File: config.mk
export PLATFORM = sky130hd
export DESIGN_NAME = tbase_timer
export DESIGN_NICKNAME = d
export VERILOG_FILES = /design/src/rtl/tbase_pkg.sv /design/src/rtl/tbase_regs.sv /design/src/rtl/tbase_stamp.sv /design/src/rtl/tbase_divider.sv /design/src/rtl/tbase_pulse.sv /design/src/rtl/tbase_timer.sv
export SDC_FILE = /design/constraint.sdc
export NUM_CORES = 1
export LEC_CHECK = 0
export BUFFER_PORTS_ARGS = -buffer_cell sky130_fd_sc_hd__buf_2
export CORE_UTILIZATION = 40
export CTS_CLUSTER_DIAMETER = 30
export DETAILED_ROUTE_END_ITERATION = 10
export GPL_ROUTABILITY_DRIVEN = 0
export PLACE_DENSITY = 0.54
export SKIP_LAST_GASP = 1
export SLEW_MARGIN = 20
export SYNTH_ARGS = -nofsm -noshare
export SYNTH_HDL_FRONTEND = slang
export SYNTH_SLANG_ARGS = --single-unit
File: constraint.sdc
create_clock -name clk -period 6.5 [get_ports clk]
set_input_delay 0.975 -clock clk [delete_from_list [all_inputs] [get_ports clk]]
set_output_delay 0.975 -clock clk [all_outputs]
set_load 0.01 [all_outputs]
File: src/rtl/tbase_pkg.sv
package tbase_pkg;
  localparam int BASE_W  = 56;
  localparam int TS_W    = 32;
  localparam int DIV_W   = 16;
  localparam int SHIFT_W = 6;
  localparam int GRAN_W  = 3;
  localparam int PER_W   = 16;

  typedef enum logic [1:0] {
    ADDR_DIV   = 2'd0,
    ADDR_STAMP = 2'd1,
    ADDR_GRAN  = 2'd2,
    ADDR_NONE  = 2'd3
  } cfg_addr_e;

  // period of a granularity code in common-tick units
  function automatic logic [PER_W-1:0] gran_period(input logic [GRAN_W-1:0] code);
    case (code)
      3'd0:    gran_period = 16'd1;
      3'd1:    gran_period = 16'd2;
      3'd2:    gran_period = 16'd5;
      3'd3:    gran_period = 16'd10;
      3'd4:    gran_period = 16'd100;
      3'd5:    gran_period = 16'd1000;
      3'd6:    gran_period = 16'd10000;
      default: gran_period = 16'd65535;
    endcase
  endfunction
endpackage

File: src/rtl/tbase_regs.sv
module tbase_regs
  import tbase_pkg::*;
#(
  parameter int NGEN = 3
) (
  input  logic                     clk,
  input  logic                     rst_n,
  input  logic                     we,
  input  logic [1:0]               addr,
  input  logic [31:0]              wdata,
  output logic [DIV_W-1:0]         div_val,
  output logic                     div_on,
  output logic [SHIFT_W-1:0]       log_sh,
  output logic                     log_sel,
  output logic [SHIFT_W-1:0]       tag_sh,
  output logic [SHIFT_W-1:0]       nat_sh,
  output logic [NGEN*GRAN_W-1:0]   gran
);
  logic [DIV_W-1:0]       div_val_d;
  logic                   div_on_d, log_sel_d;
  logic [SHIFT_W-1:0]     log_sh_d, tag_sh_d, nat_sh_d;
  logic [NGEN*GRAN_W-1:0] gran_d;

  always_comb begin
    div_val_d = div_val;
    div_on_d  = div_on;
    log_sh_d  = log_sh;
    log_sel_d = log_sel;
    tag_sh_d  = tag_sh;
    nat_sh_d  = nat_sh;
    gran_d    = gran;
    if (we) begin
      case (cfg_addr_e'(addr))
        ADDR_DIV: begin
          div_val_d = wdata[DIV_W-1:0];
          div_on_d  = wdata[31];
        end
        ADDR_STAMP: begin
          log_sh_d  = wdata[SHIFT_W-1:0];
          log_sel_d = wdata[6];
          tag_sh_d  = wdata[8 +: SHIFT_W];
          nat_sh_d  = wdata[16 +: SHIFT_W];
        end
        ADDR_GRAN: begin
          for (int g = 0; g < NGEN; g++)
            gran_d[g*GRAN_W +: GRAN_W] = wdata[g*4 +: GRAN_W];
        end
        default: ;
      endcase
    end
  end

  always_ff @(posedge clk or negedge rst_n) begin
    if (!rst_n) begin
      div_val <= '0;
      div_on  <= 1'b0;
      log_sh  <= '0;
      log_sel <= 1'b0;
      tag_sh  <= '0;
      nat_sh  <= '0;
      gran    <= '0;
    end else begin
      div_val <= div_val_d;
      div_on  <= div_on_d;
      log_sh  <= log_sh_d;
      log_sel <= log_sel_d;
      tag_sh  <= tag_sh_d;
      nat_sh  <= nat_sh_d;
      gran    <= gran_d;
    end
  end
endmodule

File: src/rtl/tbase_stamp.sv
module tbase_stamp
  import tbase_pkg::*;
(
  input  logic               clk,
  input  logic               rst_n,
  input  logic               ref_tick,
  input  logic [SHIFT_W-1:0] log_sh,
  input  logic               log_sel,
  input  logic [SHIFT_W-1:0] tag_sh,
  input  logic [SHIFT_W-1:0] nat_sh,
  input  logic [TS_W-1:0]    legacy_ms,
  output logic [BASE_W-1:0]  base,
  output logic [TS_W-1:0]    log_ts,
  output logic [TS_W-1:0]    tag_ts,
  output logic [TS_W-1:0]    nat_ts
);
  logic [BASE_W-1:0] base_d;
  logic [BASE_W-1:0] log_win, tag_win, nat_win;

  always_comb begin
    base_d = base;
    if (ref_tick) base_d = base + 1'b1;
  end

  always_ff @(posedge clk or negedge rst_n) begin
    if (!rst_n) base <= '0;
    else        base <= base_d;
  end

  assign log_win = base >> log_sh;
  assign tag_win = base >> tag_sh;
  assign nat_win = base >> nat_sh;

  assign log_ts = log_sel ? log_win[TS_W-1:0] : legacy_ms;
  assign tag_ts = tag_win[TS_W-1:0];
  assign nat_ts = nat_win[TS_W-1:0];
endmodule

File: src/rtl/tbase_divider.sv
module tbase_divider
  import tbase_pkg::*;
(
  input  logic             clk,
  input  logic             rst_n,
  input  logic             ref_tick,
  input  logic             div_on,
  input  logic [DIV_W-1:0] div_val,
  output logic             tick
);
  logic [DIV_W-1:0] cnt, cnt_d;
  logic             at_end;

  assign at_end = (cnt >= div_val);

  always_comb begin
    tick  = div_on && ref_tick && at_end;
    cnt_d = cnt;
    if (!div_on)       cnt_d = '0;
    else if (ref_tick) cnt_d = at_end ? '0 : cnt + 1'b1;
  end

  always_ff @(posedge clk or negedge rst_n) begin
    if (!rst_n) cnt <= '0;
    else        cnt <= cnt_d;
  end
endmodule

File: src/rtl/tbase_pulse.sv
module tbase_pulse
  import tbase_pkg::*;
(
  input  logic              clk,
  input  logic              rst_n,
  input  logic              div_on,
  input  logic              tick,
  input  logic [GRAN_W-1:0] code,
  output logic              strobe
);
  logic [PER_W-1:0] cnt, cnt_d, last;
  logic             wrap, strobe_d;

  assign last = gran_period(code) - 1'b1;
  assign wrap = (cnt >= last);

  always_comb begin
    cnt_d    = cnt;
    strobe_d = 1'b0;
    if (!div_on) begin
      cnt_d = '0;
    end else if (tick) begin
      cnt_d    = wrap ? '0 : cnt + 1'b1;
      strobe_d = wrap;
    end
  end

  always_ff @(posedge clk or negedge rst_n) begin
    if (!rst_n) begin
      cnt    <= '0;
      strobe <= 1'b0;
    end else begin
      cnt    <= cnt_d;
      strobe <= strobe_d;
    end
  end
endmodule

File: src/rtl/tbase_timer.sv
module tbase_timer
  import tbase_pkg::*;
#(
  parameter int NGEN = 3
) (
  input  logic            clk,
  input  logic            rst_n,
  input  logic            ref_tick,
  input  logic [31:0]     legacy_ms,
  input  logic            cfg_we,
  input  logic [1:0]      cfg_addr,
  input  logic [31:0]     cfg_wdata,
  output logic [31:0]     log_ts,
  output logic [31:0]     tag_ts,
  output logic [31:0]     nat_ts,
  output logic [NGEN-1:0] pulse
);
  logic [DIV_W-1:0]       div_val;
  logic                   div_on, log_sel, tick;
  logic [SHIFT_W-1:0]     log_sh, tag_sh, nat_sh;
  logic [NGEN*GRAN_W-1:0] gran;
  logic [BASE_W-1:0]      base_cnt;

  tbase_regs #(.NGEN(NGEN)) u_regs (
    .clk(clk), .rst_n(rst_n), .we(cfg_we), .addr(cfg_addr), .wdata(cfg_wdata),
    .div_val(div_val), .div_on(div_on), .log_sh(log_sh), .log_sel(log_sel),
    .tag_sh(tag_sh), .nat_sh(nat_sh), .gran(gran)
  );

  tbase_stamp u_stamp (
    .clk(clk), .rst_n(rst_n), .ref_tick(ref_tick),
    .log_sh(log_sh), .log_sel(log_sel), .tag_sh(tag_sh), .nat_sh(nat_sh),
    .legacy_ms(legacy_ms), .base(base_cnt),
    .log_ts(log_ts), .tag_ts(tag_ts), .nat_ts(nat_ts)
  );

  tbase_divider u_div (
    .clk(clk), .rst_n(rst_n), .ref_tick(ref_tick),
    .div_on(div_on), .div_val(div_val), .tick(tick)
  );

  for (genvar g = 0; g < NGEN; g++) begin : g_gen
    tbase_pulse u_pulse (
      .clk(clk), .rst_n(rst_n), .div_on(div_on), .tick(tick),
      .code(gran[g*GRAN_W +: GRAN_W]), .strobe(pulse[g])
    );
  end
endmodule

==> metrics.md <==
| Metric | Value |
|---|---|
| Outcome | `completed` |
| Worst Path Required | `5.52 ns` |
| Drt wl/cell | `22.5 µm` |
| Drt total wl | `62.6 mm` |
| Simple-gate share of the synthesized area | `between 10% and 20%` |
| DP Cell Count | `2749` |
| Crit path max-delay cell type | `dfrtp_4` |
| Reg2Reg Depth | `9` |
| Clk network pwr share | `22.8%` |
| Most frequent cells in the layout | `294 x nand2_1, 169 x mux4_2, 160 x dfrtp_1, 158 x buf_2, 147 x nor2_1` |
| Setup Buffers After CTS | `0` |
| Cell area after synthesis | `19500 µm²` |
| TritonCTS Buffers | `17` |
| Clk_skew | `0.0132 ns` |
| Post-DRT Antenna Nets | `0` |
| # setup viols final | `0` |
| Rel. slew slack | `30.5%` |
| Most common cell after layout, fill and taps aside | `nand2_1` |
| Post-synthesis sequential area ratio | `roughly 22%` |
| Post-Route Setup TNS | `0 ns` |
| Setup ws final | `roughly 1.7 ns` |
| Later-pin clock latency in the skew report | `0.48 ns` |
| Hold Crit Class | `input port to async pin` |
| H-tree Lvls | `4` |
| Root Buffer | `clkbuf_16` |
| Crit end category | `output pin` |
| CTS sink count | `approximately 170` |
| Yosys reg bits | `168` |
| Synth Warn # | `0` |
| Post-Synth Adder-Cell Area | `4.43%` |
| Power Dens Cells | `226 nW/µm²` |
| Max Fanout on Critical Path | `47` |
| CTS resizes | `0` |
| Startpoint Class | `register` |
| Area growth syn-to-layout | `7.87%` |
| Die ar. | `49600 µm²` |
| Dpl cell area | `slightly above 20000 µm²` |
| Row count | `80` |
| CP most frequent cell | `o21ai_0` |
| CTS tree | `done` |
| Bufs on Longest Clock Path | `2` |
| DR DRC count | `0` |
| Synth Area per Inst | `8.95 µm²` |
| Post-synthesis mux area share | `31.5%` |
| Pin count of the biggest net entering global routing | `73` |
| Minimum clock period | `roughly 4.8 ns` |
| Max Slew Vio Count | `0` |
| Sw Ratio | `a little over two fifths` |
| Fin. Hold Viols | `0` |
| CP Buf/Inv Count | `2` |
| Core ar. | `47900 µm²` |
| Levels on crit path | `8` |
| Vias | `17.9k` |
| Final Cell Area | `21000 µm²` |
| CP Cell Sequence | `buf_4 > mux4_2 > nand2_1 > o21ai_0 > o21ai_0 > mux2i_1 > a221o_1 > buf_2` |
| Crit path max-delay family | `compound AO/OA/AOI/OAI gates` |
| CP max stage delay | `around 0.78 ns` |
| Via/cell ratio | `6.44` |
| RSZ-0062 raised after global routing | `no` |
| Initial antenna violation count | `3` |
| Pleak | `8.65 nW` |
| EDFF count, synth | `0` |
| Synth Area in XOR/XNOR | `2.65%` |
| 1st-iter DRT viols | `1469` |
| Most used DFF post-synth | `dfrtp_1` |
| Main combinational cell family by area after synthesis | `multiplexers` |
| Seq pwr share | `about 29%` |
| Switch Pwr | `between 2 and 2.5 mW` |
| Total GRT Usage | `25.2%` |
| Critical path type | `register to output pin` |
| Combinational share of power | `about half` |
| Total Nets Final | `2292` |
| Layout cells sized above 1 | `24.5%` |
| DR pass1 iterations | `6` |
| Tcrit/Tclk final | `73.1%` |
| Critical path arrival | `3.78 ns` |
| Num ports | `169` |
| Die Wd | `223 µm` |
| Total grt overflow | `0` |
| FMAX | `between 0.2 and 0.25 GHz` |
| Die height | `223 µm` |
| # diodes | `0` |
| Cells after Synth | `2177` |
| Internal | `about 2.7 mW` |
| Ys async rst share | `100%` |
| Syn_nets | `about 2.3k` |
| Worst-margin pin slew | `1.04 ns` |
| Port bufs | `159` |
| Fillers | `4706` |
| Final HPWL DP | `45.0 mm` |
| Post-synthesis compound-gate area fraction | `16.8%` |
| Synth unique cells | `74` |
| Vias in the first global route | `16.8k` |
| Initial Util | `40.7%` |
| Hold Buf Count CTS | `0` |
| Worst-path clk slew | `roughly 0.08 ns` |
| Pre-CTS setup slack | `2.29 ns` |
| Non-Filler Instances | `2781` |
| First-pass GRT wire length | `approximately 98 mm` |
| Max-cap violations | `0` |
| Peak VDD IR | `about 0.00016 V` |
| Overall Power | `4.75 mW` |
## worst reg2reg max path: cells and delay by family (launching register included)
| family | cells | cell delay, ns |
|---|---|---|
| compound gates | 5 | 1.08 |
| flops | 1 | 0.59 |
| mux | 1 | 0.30 |
| buf+inv | 1 | 0.23 |
| fa+ha+maj | 1 | 0.32 |
| simple gates | 1 | 0.79 |
## path summary, 6_finish.rpt
path	endpoint	slack [ns]	startpoint
max	log_ts[22]	1.75	u_regs.log_sh[1]
min	u_regs.tag_sh[3]	0.51	rst_n
max reg2reg	g_gen[2].u_pulse.cnt[0]	3.13	u_regs.gran[8]
min reg2reg	u_regs.tag_sh[5]	0.52	u_regs.tag_sh[5]
max in group asynchronous	u_regs.tag_sh[0]	4.49	rst_n
min in group clk	u_regs.tag_sh[5]	0.52	u_regs.tag_sh[5]
## synth_stat cells, drive strengths merged (57+ instances only)
cell      n  area, µm²
nand2   294       1100
clkbuf  174        653
mux4    171       3860
dfrtp   168       4200
nor2    147        552
o21ai   125        626
mux2i   114       1140
mux2    102       1150
a21oi    83        415
nand3    71        355
ha       69        863
buf      57        274
inv      57        214
## metal layers
| layer | routed length [µm] | GRT usage (%) | share of wire, % |
|---|---|---|---|
| met3 | 4040 | 3.68 | 6.5 |
| met4 | 1880 | 8.88 | 3.0 |
| met5 | 26 | 0 | 0.042 |
| met1 | 26200 | 33.6 | 42 |
| met2 | 30400 | 41.5 | 49 |
## final cells by class
cell class	instances	area, µm²	share of cell area (%)
Tap cell	615	769	3.66
Timing Repair Buffer	188	1020	4.85
Clock inverter	15	188	0.892
Sequential cell	168	4220	20.1
Multi-Input combinational cell	1720	14200	67.5
Inverter	58	218	1.04
Clock buffer	17	425	2.02
## sequential cells by signal, indices dropped and copies added (netlist names)
register              count
g_gen.u_pulse.cnt        48
u_regs.tag_sh             6
u_regs.log_sh             6
u_regs.log_sel            1
u_stamp.base             56
u_regs.div_val           16
u_regs.nat_sh             6
u_regs.div_on             1
u_regs.gran               9
g_gen.u_pulse.strobe      3
u_div.cnt                16
## kinds of logic (layout without fill, tap and decap cells)
| group | count (synthesis) | in the layout |
|---|---|---|
| and+or+nand+nor | 714 | 714 |
| AOI/OAI and AO/OA | 491 | 491 |
| muxes | 387 | 387 |
| buffers and inverters | 289 | 278 |
| DFF | 168 | 168 |
| adders and majority gates | 69 | 69 |
| xor gates and xnor gates | 59 | 59 |
## power by group through the flow
| stage | clock network [mW] | logic, mW | registers, mW |
|---|---|---|---|
| floorplan | 0 | 1.83 | 1.19 |
| global placement | 0 | 2.24 | 1.40 |
| detailed placement | 0 | 2.26 | 1.41 |
| CTS | 1.12 | 2.27 | 1.38 |
| global route | 1.15 | 2.47 | 1.42 |
| finish | 1.08 | 2.28 | 1.38 |
## through the flow
stage | hold WS (ns) | utilization (%)
2_1_floorplan | 0.478 | -
3_3_place_gp | 0.490 | 42.6
3_5_place_dp | 0.506 | 42.6
4_1_cts | 0.523 | 43.9
5_1_grt | 0.543 | 43.9
6_report | 0.507 | 43.9
(Power assumes the default switching activity.)
